## config.mk

```make
export PLATFORM = sky130hd
export DESIGN_NAME = pwrmode_ctrl
export DESIGN_NICKNAME = d
export VERILOG_FILES = /design/src/rtl/pwrmode_pkg.sv /design/src/rtl/pwr_cfg_latch.sv /design/src/rtl/pwr_wake_detect.sv /design/src/rtl/pwr_wdog.sv /design/src/rtl/pwr_fsm.sv /design/src/rtl/pwrmode_ctrl.sv
export SDC_FILE = /design/constraint.sdc
export NUM_CORES = 1
export LEC_CHECK = 0
export BUFFER_PORTS_ARGS = -buffer_cell sky130_fd_sc_hd__buf_2
export CAP_MARGIN = 10
export CORE_MARGIN = 3
export CORE_UTILIZATION = 51
export CTS_CLUSTER_SIZE = 25
export DETAILED_ROUTE_END_ITERATION = 6
export PLACE_DENSITY = 0.86
export REMOVE_ABC_BUFFERS = 1
export SLEW_MARGIN = 25
export SYNTH_ARGS = -nofsm -noshare
export SYNTH_HDL_FRONTEND = slang
export SYNTH_SLANG_ARGS = --single-unit
```

## constraint.sdc

```tcl
create_clock -name clk -period 2.4 [get_ports clk]
set_input_delay 0.12 -clock clk [delete_from_list [all_inputs] [get_ports clk]]
set_output_delay 0.12 -clock clk [all_outputs]
set_load 0.05 [all_outputs]
```

## src/rtl/pwrmode_pkg.sv

```systemverilog
package pwrmode_pkg;

    typedef enum logic [1:0] {
        PM_RUN    = 2'd0,
        PM_IDLE   = 2'd1,
        PM_PDOWN  = 2'd2,
        PM_SETTLE = 2'd3
    } pm_state_e;

    localparam logic [1:0] OP_LIGHT = 2'd1;
    localparam logic [1:0] OP_DEEP  = 2'd2;

endpackage

```

## src/rtl/pwr_cfg_latch.sv

```systemverilog
module pwr_cfg_latch (
    input  logic clk,
    input  logic rst_n,
    input  logic cfg_in,
    output logic permit
);

    logic permit_q;

    // Follows the configuration bit only while reset is held.
    always_ff @(posedge clk) begin
        if (!rst_n) permit_q <= cfg_in;
    end

    assign permit = permit_q;

    // frozen once reset is released
    a_r7_permit_frozen: assert property (@(posedge clk) disable iff (!rst_n)
        $past(rst_n) |-> $stable(permit_q));

endmodule

```

## src/rtl/pwr_wake_detect.sv

```systemverilog
module pwr_wake_detect #(
    parameter int NIRQ = 8
) (
    input  logic [NIRQ-1:0] irq_pend,
    input  logic [NIRQ-1:0] irq_en,
    input  logic            ext_int,
    input  logic            ext_en,
    output logic            light_wake,
    output logic            deep_wake
);

    logic [NIRQ-1:0] src_hit;

    for (genvar g = 0; g < NIRQ; g++) begin : g_src
        assign src_hit[g] = irq_pend[g] & irq_en[g];
    end

    logic ext_hit;
    assign ext_hit    = ext_int & ext_en;
    assign light_wake = (|src_hit) | ext_hit;
    assign deep_wake  = ext_hit;

    // a deep-sleep wake source is always a light-sleep wake source too
    always_comb begin
        a_r9_deep_subset: assert (!deep_wake || light_wake);
    end

endmodule

```

## src/rtl/pwr_wdog.sv

```systemverilog
module pwr_wdog #(
    parameter int LIMIT = 65536
) (
    input  logic clk,
    input  logic rst_n,
    input  logic enable,
    input  logic active,
    input  logic kick,
    output logic overflow
);

    localparam int CW = $clog2(LIMIT + 1);
    localparam logic [CW-1:0] LAST = CW'(LIMIT - 1);

    logic [CW-1:0] cnt_q;
    logic          ovf_q;

    always_ff @(posedge clk) begin
        if (!rst_n) begin
            cnt_q <= '0;
            ovf_q <= 1'b0;
        end else begin
            ovf_q <= 1'b0;
            if (!enable || kick) begin
                cnt_q <= '0;
            end else if (active) begin
                if (cnt_q == LAST) begin
                    cnt_q <= '0;
                    ovf_q <= 1'b1;
                end else begin
                    cnt_q <= cnt_q + 1'b1;
                end
            end
        end
    end

    assign overflow = ovf_q;

    // the reset pulse lasts a single cycle
    a_r5_single_pulse: assert property (@(posedge clk) disable iff (!rst_n)
        overflow |=> !overflow);

    // an overflow only follows a cycle in which counting was allowed
    a_r6_counting_state: assert property (@(posedge clk) disable iff (!rst_n)
        overflow |-> $past(active) && $past(enable));

endmodule

```

## src/rtl/pwr_fsm.sv

```systemverilog
module pwr_fsm
    import pwrmode_pkg::*;
#(
    parameter int SETTLE_CYC = 16
) (
    input  logic       clk,
    input  logic       rst_n,
    input  logic       req,
    input  logic [1:0] op,
    input  logic       permit,
    input  logic       light_wake,
    input  logic       deep_wake,
    input  logic       wdt_ovf,
    output pm_state_e  state,
    output logic       wdt_active,
    output logic       cpu_clk_en,
    output logic       per_clk_en,
    output logic       osc_en,
    output logic       bus_idle,
    output logic       clkout_hi,
    output logic       resume_pulse
);

    localparam int SW = $clog2(SETTLE_CYC + 1);
    localparam logic [SW-1:0] SETTLE_LAST = SW'(SETTLE_CYC - 1);

    pm_state_e     state_q, state_d;
    logic [SW-1:0] settle_q;
    logic          settle_done;
    logic          resume_q;
    logic          irq_resume;

    assign settle_done = (state_q == PM_SETTLE) && (settle_q == SETTLE_LAST);
    assign irq_resume  = ((state_q == PM_IDLE) && light_wake && !wdt_ovf) || settle_done;

    // Next-state decode
    always_comb begin
        state_d = state_q;
        unique case (state_q)
            PM_RUN: begin
                if (!wdt_ovf && req) begin
                    if (op == OP_LIGHT)
                        state_d = PM_IDLE;
                    else if (op == OP_DEEP && permit)
                        state_d = PM_PDOWN;
                end
            end
            PM_IDLE: begin
                if (wdt_ovf || light_wake) state_d = PM_RUN;
            end
            PM_PDOWN: begin
                if (deep_wake) state_d = PM_SETTLE;
            end
            PM_SETTLE: begin
                if (settle_done) state_d = PM_RUN;
            end
            default: state_d = PM_RUN;
        endcase
    end

    // State register, settle counter and resume flag
    always_ff @(posedge clk) begin
        if (!rst_n) begin
            state_q  <= PM_RUN;
            settle_q <= '0;
            resume_q <= 1'b0;
        end else begin
            state_q  <= state_d;
            resume_q <= irq_resume;
            if (state_q == PM_SETTLE && !settle_done)
                settle_q <= settle_q + 1'b1;
            else
                settle_q <= '0;
        end
    end

    // Output decode
    always_comb begin
        cpu_clk_en = 1'b1;
        per_clk_en = 1'b1;
        osc_en     = 1'b1;
        bus_idle   = 1'b0;
        clkout_hi  = 1'b0;
        wdt_active = 1'b0;
        unique case (state_q)
            PM_RUN: begin
                wdt_active = 1'b1;
            end
            PM_IDLE: begin
                cpu_clk_en = 1'b0;
                wdt_active = 1'b1;
            end
            PM_PDOWN: begin
                cpu_clk_en = 1'b0;
                per_clk_en = 1'b0;
                osc_en     = 1'b0;
                bus_idle   = 1'b1;
                clkout_hi  = 1'b1;
            end
            PM_SETTLE: begin
                cpu_clk_en = 1'b0;
                per_clk_en = 1'b0;
                bus_idle   = 1'b1;
                clkout_hi  = 1'b1;
            end
            default: begin
                cpu_clk_en = 1'b1;
            end
        endcase
    end

    assign state        = state_q;
    assign resume_pulse = resume_q;

    // a light-sleep request in RUN lands in IDLE
    a_r1_idle_entry: assert property (@(posedge clk) disable iff (!rst_n)
        (state_q == PM_RUN && req && op == OP_LIGHT && !wdt_ovf) |=> state_q == PM_IDLE);

    // no wake source and no overflow keeps IDLE
    a_r4_idle_hold: assert property (@(posedge clk) disable iff (!rst_n)
        (state_q == PM_IDLE && !light_wake && !wdt_ovf) |=> state_q == PM_IDLE);

    // a refused deep-sleep request leaves RUN in place
    a_r8_deep_refused: assert property (@(posedge clk) disable iff (!rst_n)
        (state_q == PM_RUN && req && op == OP_DEEP && !permit) |=> state_q == PM_RUN);

    // deep sleep is only ever held with the permit bit set
    a_r6_deep_permitted: assert property (@(posedge clk) disable iff (!rst_n)
        (state_q == PM_PDOWN) |-> permit);

    // PDOWN is left only toward SETTLE, and only on an external wake
    a_r9_deep_exit: assert property (@(posedge clk) disable iff (!rst_n)
        (state_q == PM_PDOWN && !deep_wake) |=> state_q == PM_PDOWN);

    // SETTLE hands over to RUN only after the full count
    a_r9_settle_len: assert property (@(posedge clk) disable iff (!rst_n)
        (state_q == PM_RUN && $past(state_q) == PM_SETTLE) |-> $past(settle_q) == SETTLE_LAST);

    // resume lasts one cycle and is seen in RUN
    a_r3_resume_once: assert property (@(posedge clk) disable iff (!rst_n)
        resume_pulse |=> !resume_pulse);
    a_r3_resume_in_run: assert property (@(posedge clk) disable iff (!rst_n)
        resume_pulse |-> state_q == PM_RUN);

endmodule

```

## src/rtl/pwrmode_ctrl.sv

```systemverilog
module pwrmode_ctrl
    import pwrmode_pkg::*;
#(
    parameter int NIRQ       = 8,
    parameter int WDT_LIMIT  = 65536,
    parameter int SETTLE_CYC = 16
) (
    input  logic            clk,
    input  logic            rst_n,
    input  logic            cfg_pd_in,
    input  logic            mode_req,
    input  logic [1:0]      mode_op,
    input  logic [NIRQ-1:0] irq_pend,
    input  logic [NIRQ-1:0] irq_en,
    input  logic            ext_int,
    input  logic            ext_en,
    input  logic            wdt_en,
    input  logic            wdt_kick,
    output logic            cpu_clk_en,
    output logic            per_clk_en,
    output logic            osc_en,
    output logic            bus_idle,
    output logic            clkout_hi,
    output logic            resume_pulse,
    output logic            wdt_rst,
    output logic [1:0]      pm_state
);

    logic      permit;
    logic      light_wake;
    logic      deep_wake;
    logic      wdt_active;
    pm_state_e state;

    pwr_cfg_latch u_cfg (
        .clk    (clk),
        .rst_n  (rst_n),
        .cfg_in (cfg_pd_in),
        .permit (permit)
    );

    pwr_wake_detect #(.NIRQ(NIRQ)) u_wake (
        .irq_pend   (irq_pend),
        .irq_en     (irq_en),
        .ext_int    (ext_int),
        .ext_en     (ext_en),
        .light_wake (light_wake),
        .deep_wake  (deep_wake)
    );

    pwr_wdog #(.LIMIT(WDT_LIMIT)) u_wdog (
        .clk      (clk),
        .rst_n    (rst_n),
        .enable   (wdt_en),
        .active   (wdt_active),
        .kick     (wdt_kick),
        .overflow (wdt_rst)
    );

    pwr_fsm #(.SETTLE_CYC(SETTLE_CYC)) u_fsm (
        .clk          (clk),
        .rst_n        (rst_n),
        .req          (mode_req),
        .op           (mode_op),
        .permit       (permit),
        .light_wake   (light_wake),
        .deep_wake    (deep_wake),
        .wdt_ovf      (wdt_rst),
        .state        (state),
        .wdt_active   (wdt_active),
        .cpu_clk_en   (cpu_clk_en),
        .per_clk_en   (per_clk_en),
        .osc_en       (osc_en),
        .bus_idle     (bus_idle),
        .clkout_hi    (clkout_hi),
        .resume_pulse (resume_pulse)
    );

    assign pm_state = state;

    // out of reset the block always starts with every clock running
    a_r10_reset_run: assert property (@(posedge clk)
        !rst_n |=> (pm_state == 2'd0 && cpu_clk_en && osc_en && !wdt_rst && !resume_pulse));

endmodule

```

==> reports/metrics.cfg <==
[status]
status=finished clean

[cells_and_area]
nNetsFinal=208
layout-drive-gt1-share_pct=25.84
final_cells=206
final_util_pct=65.51
syn_to_final_growth_pct=14.59
antenna_cells=0
layout_common_cells=buf_2 (34), dfxtp_1 (26), nor2_1 (21)
layout_commonest_cell=buf_2

[synthesis]
synthDistinctLibCells=44
ys_seq_area_share_pct=41.16
synth-seq-cells=27
netlist_area_mm2=0.001338
yosys_warnings=0
yosys.area_share.simple_pct=31.90
synth.area.mux_share_pct=0.7484
synth_compound_area_share_pct=8.700
syn_inst=146
synth_fa_ha_area_share_pct=2.806
synth_top_family_by_area=simple AND/OR/NAND/NOR gates
synth_xor_xnor_area_share_pct=9.822
synth_area_per_cell_um2=9.161

[drt]
vias=1175
dr.pass1.iters=4
drtAntennaViolNets=0
route.detailed.drc=0
avgRoutedWirePerCell_um=14.02
vias_per_cell=5.704
dr.first_iter.drc_count=41
wl_mm=2.888

[global_routing]
overflow=0
grt_pass1_vias=1079
grt_max_degree=21
grt_pass1_wl_mm=4.816
grt_antenna_before_repair=0
grt_usage_pct=18.34

[clock_tree]
clockRootBuffer=clkbuf_4
h-tree-depth=1
holdBufCountCts=1
clk_pin_slew_worst_paths_ns=0.15
post-cts-setup-buffers=0
tritoncts=done
cts_resized=0
numCtsBuffers=3
clk_latency_ns=0.33
cts.path.max_buffers=2
clock_sinks=27

[min_path]
holdPathStages=2
hold_path_class=in -> reg
hold_start=rst_n
whs_endpoint=u_fsm.state[1]$_SDFFE_PN0P_

[timing]
fin_crit_ns=1.680
hold_slack_ns=0.06353
period_share_pct=70.01
rsz0062_at_grt=false
hold_viol=0
slew_headroom_pct=65.11
tightest_slew_ns=0.5227
maxSlewViolCount=0
tns_ns=0
fmax_mhz=595.2
fin_ws_ns=0.7198
setup_viol=0
worst_clock_skew_ns=0.01399

[pwr]
power.density_mw_per_mm2=475.6
pwr-share-comb_pct=10.1
seqPwrFrac_pct=63.2
peakVddDrop_mv=0.3998
clock_power_share_pct=26.7
switching_power_uw=178.1
intPower_uw=550.9
total_leakage_power_uw=0.0005859
switching_share_pct=24.43

[setup_path]
slowest_stage=dfxtp_1
cp-start-kind=flop
cp.required_ns=2.67
path_cells=ha_1, and3b_2, nand4_4, or3_1, a21oi_1
arrival_ns=1.95
reg2reg_slack_ns=0.72
path_class=reg -> reg
critPathTopFamily=simple AND/OR/NAND/NOR gates
path_buf_inv=0
max_stage_delay_ns=0.42
reg2regPathDepth=5
r2r_start=u_wdog.cnt_q[0]$_SDFFE_PP0N_
critPathCaptureType=flop
crit_start=u_wdog.cnt_q[0]$_SDFFE_PP0N_
reg2reg_to=u_wdog.cnt_q[14]$_SDFFE_PP0N_
cp_max_fo=6

[placed_design]
gp_congestion=0.8577
hpwl_mm=2.175
post-place-ws_ns=0.7646
portBuffers=34
placed_cells=201

[floorplan]
boundaryPins=35
start_util_pct=57.17
dieArea_mm2=0.003273
die_x_um=57.21
rows=17
core_mm2=0.002340
dieHeight_um=57.21

[run]
max-cap-violations=0

==> cells in the mapped netlist <==
library cell  instances  area share [%]
nand4b_2              1             1.1
a22oi_1               3             1.7
nand3_1               9             3.4
a31oi_1               1            0.47
mux2i_1               1            0.75
nand4_1               4             1.9
nor2b_1               1            0.47
nor4b_1               1            0.65
clkbuf_1              3            0.84
xor2_1                5             3.3
nor4_2                1            0.94
nand4b_1              1            0.65
nor4_1                5             2.3
and2_1                1            0.47
or3_1                 2            0.94
a21oi_1               3             1.1
and4_4                1            0.84
nand4_2               1            0.94
and3b_2               1            0.75
inv_1                 5             1.4
a222oi_1              1            0.75
xnor2_1              10             6.5
nor3b_2               1            0.94
o21a_1                1            0.56
and3_1                1            0.47
nand2b_1              1            0.47
nor3b_1               1            0.56
buf_4                 1            0.56
edfxtp_1              1             2.2
dfxtp_1              26              39
a32oi_1               1            0.65
o21ai_0               4             1.5
nor3_1                4             1.5
or3_4                 1            0.84
and4_1                1            0.65
buf_6                 2             1.7
nand3b_1              2             1.1
buf_2                 1            0.37
nand2_1               9             2.5
nor2_1               21             5.9
o21ai_4               1             1.2
nand4_4               1             1.6
ha_1                  3             2.8
o311a_1               1            0.75
==> through the flow <==
step	total power (µW)	area (µm²)
2_1_floorplan	509.6	1291
3_3_place_gp	540.3	1496
3_5_place_dp	543.1	1496
4_1_cts	734.2	1533
5_1_grt	760.7	1533
6_report	729.0	1533
==> power groups by stage <==
stage / Clock, µW / Sequential (µW) / Combinational [µW]
2_1_floorplan: 0 / 480 / 29.5
3_3_place_gp: 0 / 470 / 69.8
3_5_place_dp: 0 / 471 / 72.2
4_1_cts: 199 / 461 / 73.9
5_1_grt: 219 / 462 / 79.3
6_report: 195 / 461 / 73.5
==> cell type report <==
| cell class | count | area (µm²) |
|---|---|---|
| Fill cell | 210 | 807.0 |
| Multi-Input combinational cell | 107 | 721.9 |
| Sequential cell | 27 | 550.5 |
| Timing Repair Buffer | 35 | 180.2 |
| Tap cell | 28 | 35.03 |
| Clock buffer | 4 | 26.28 |
| Inverter | 5 | 18.77 |
==> registers in the layout, summed over array words and instances, names as in the netlist <==
register / cells
u_cfg.permit: 1
u_fsm.state: 2
u_wdog.overflow: 1
u_fsm.resume_pulse: 1
u_wdog.cnt_q: 17
u_fsm.settle_q: 5
==> how the worst max path moves through the flow <==
| stage | end | cells after the start |
|---|---|---|
| floorplan | u_fsm.state[1]$_SDFFE_PN0P_ | 3 |
| global placement | u_wdog.cnt_q[2]$_SDFFE_PP0N_ | 5 |
| detailed placement | u_wdog.cnt_q[13]$_SDFFE_PP0N_ | 4 |
| CTS | u_wdog.cnt_q[14]$_SDFFE_PP0N_ | 5 |
| global route | u_wdog.cnt_q[13]$_SDFFE_PP0N_ | 4 |
| finish | u_wdog.cnt_q[14]$_SDFFE_PP0N_ | 5 |
==> kinds of logic (layout without fill, tap and decap cells) <==
family,count (synthesis),after routing
XOR/XNOR,15,15
multiplexers,1,1
buffers and inverters,12,44
adder cells (fa/ha/maj),3,3
AO/OA/AOI/OAI,16,16
AND/OR/NAND/NOR,72,72
flip-flops,27,27
==> layer usage <==
layer / GRT usage [%] / routed length [µm] / up-vias
met5: 0 / 0 / -
met4: 6.623 / 27 / 0
met3: 3.394 / 189 / 4
met2: 31.32 / 1477 / 42
met1: 22.96 / 1194 / 546
li1: - / - / 583
(Power assumes the default switching activity.)
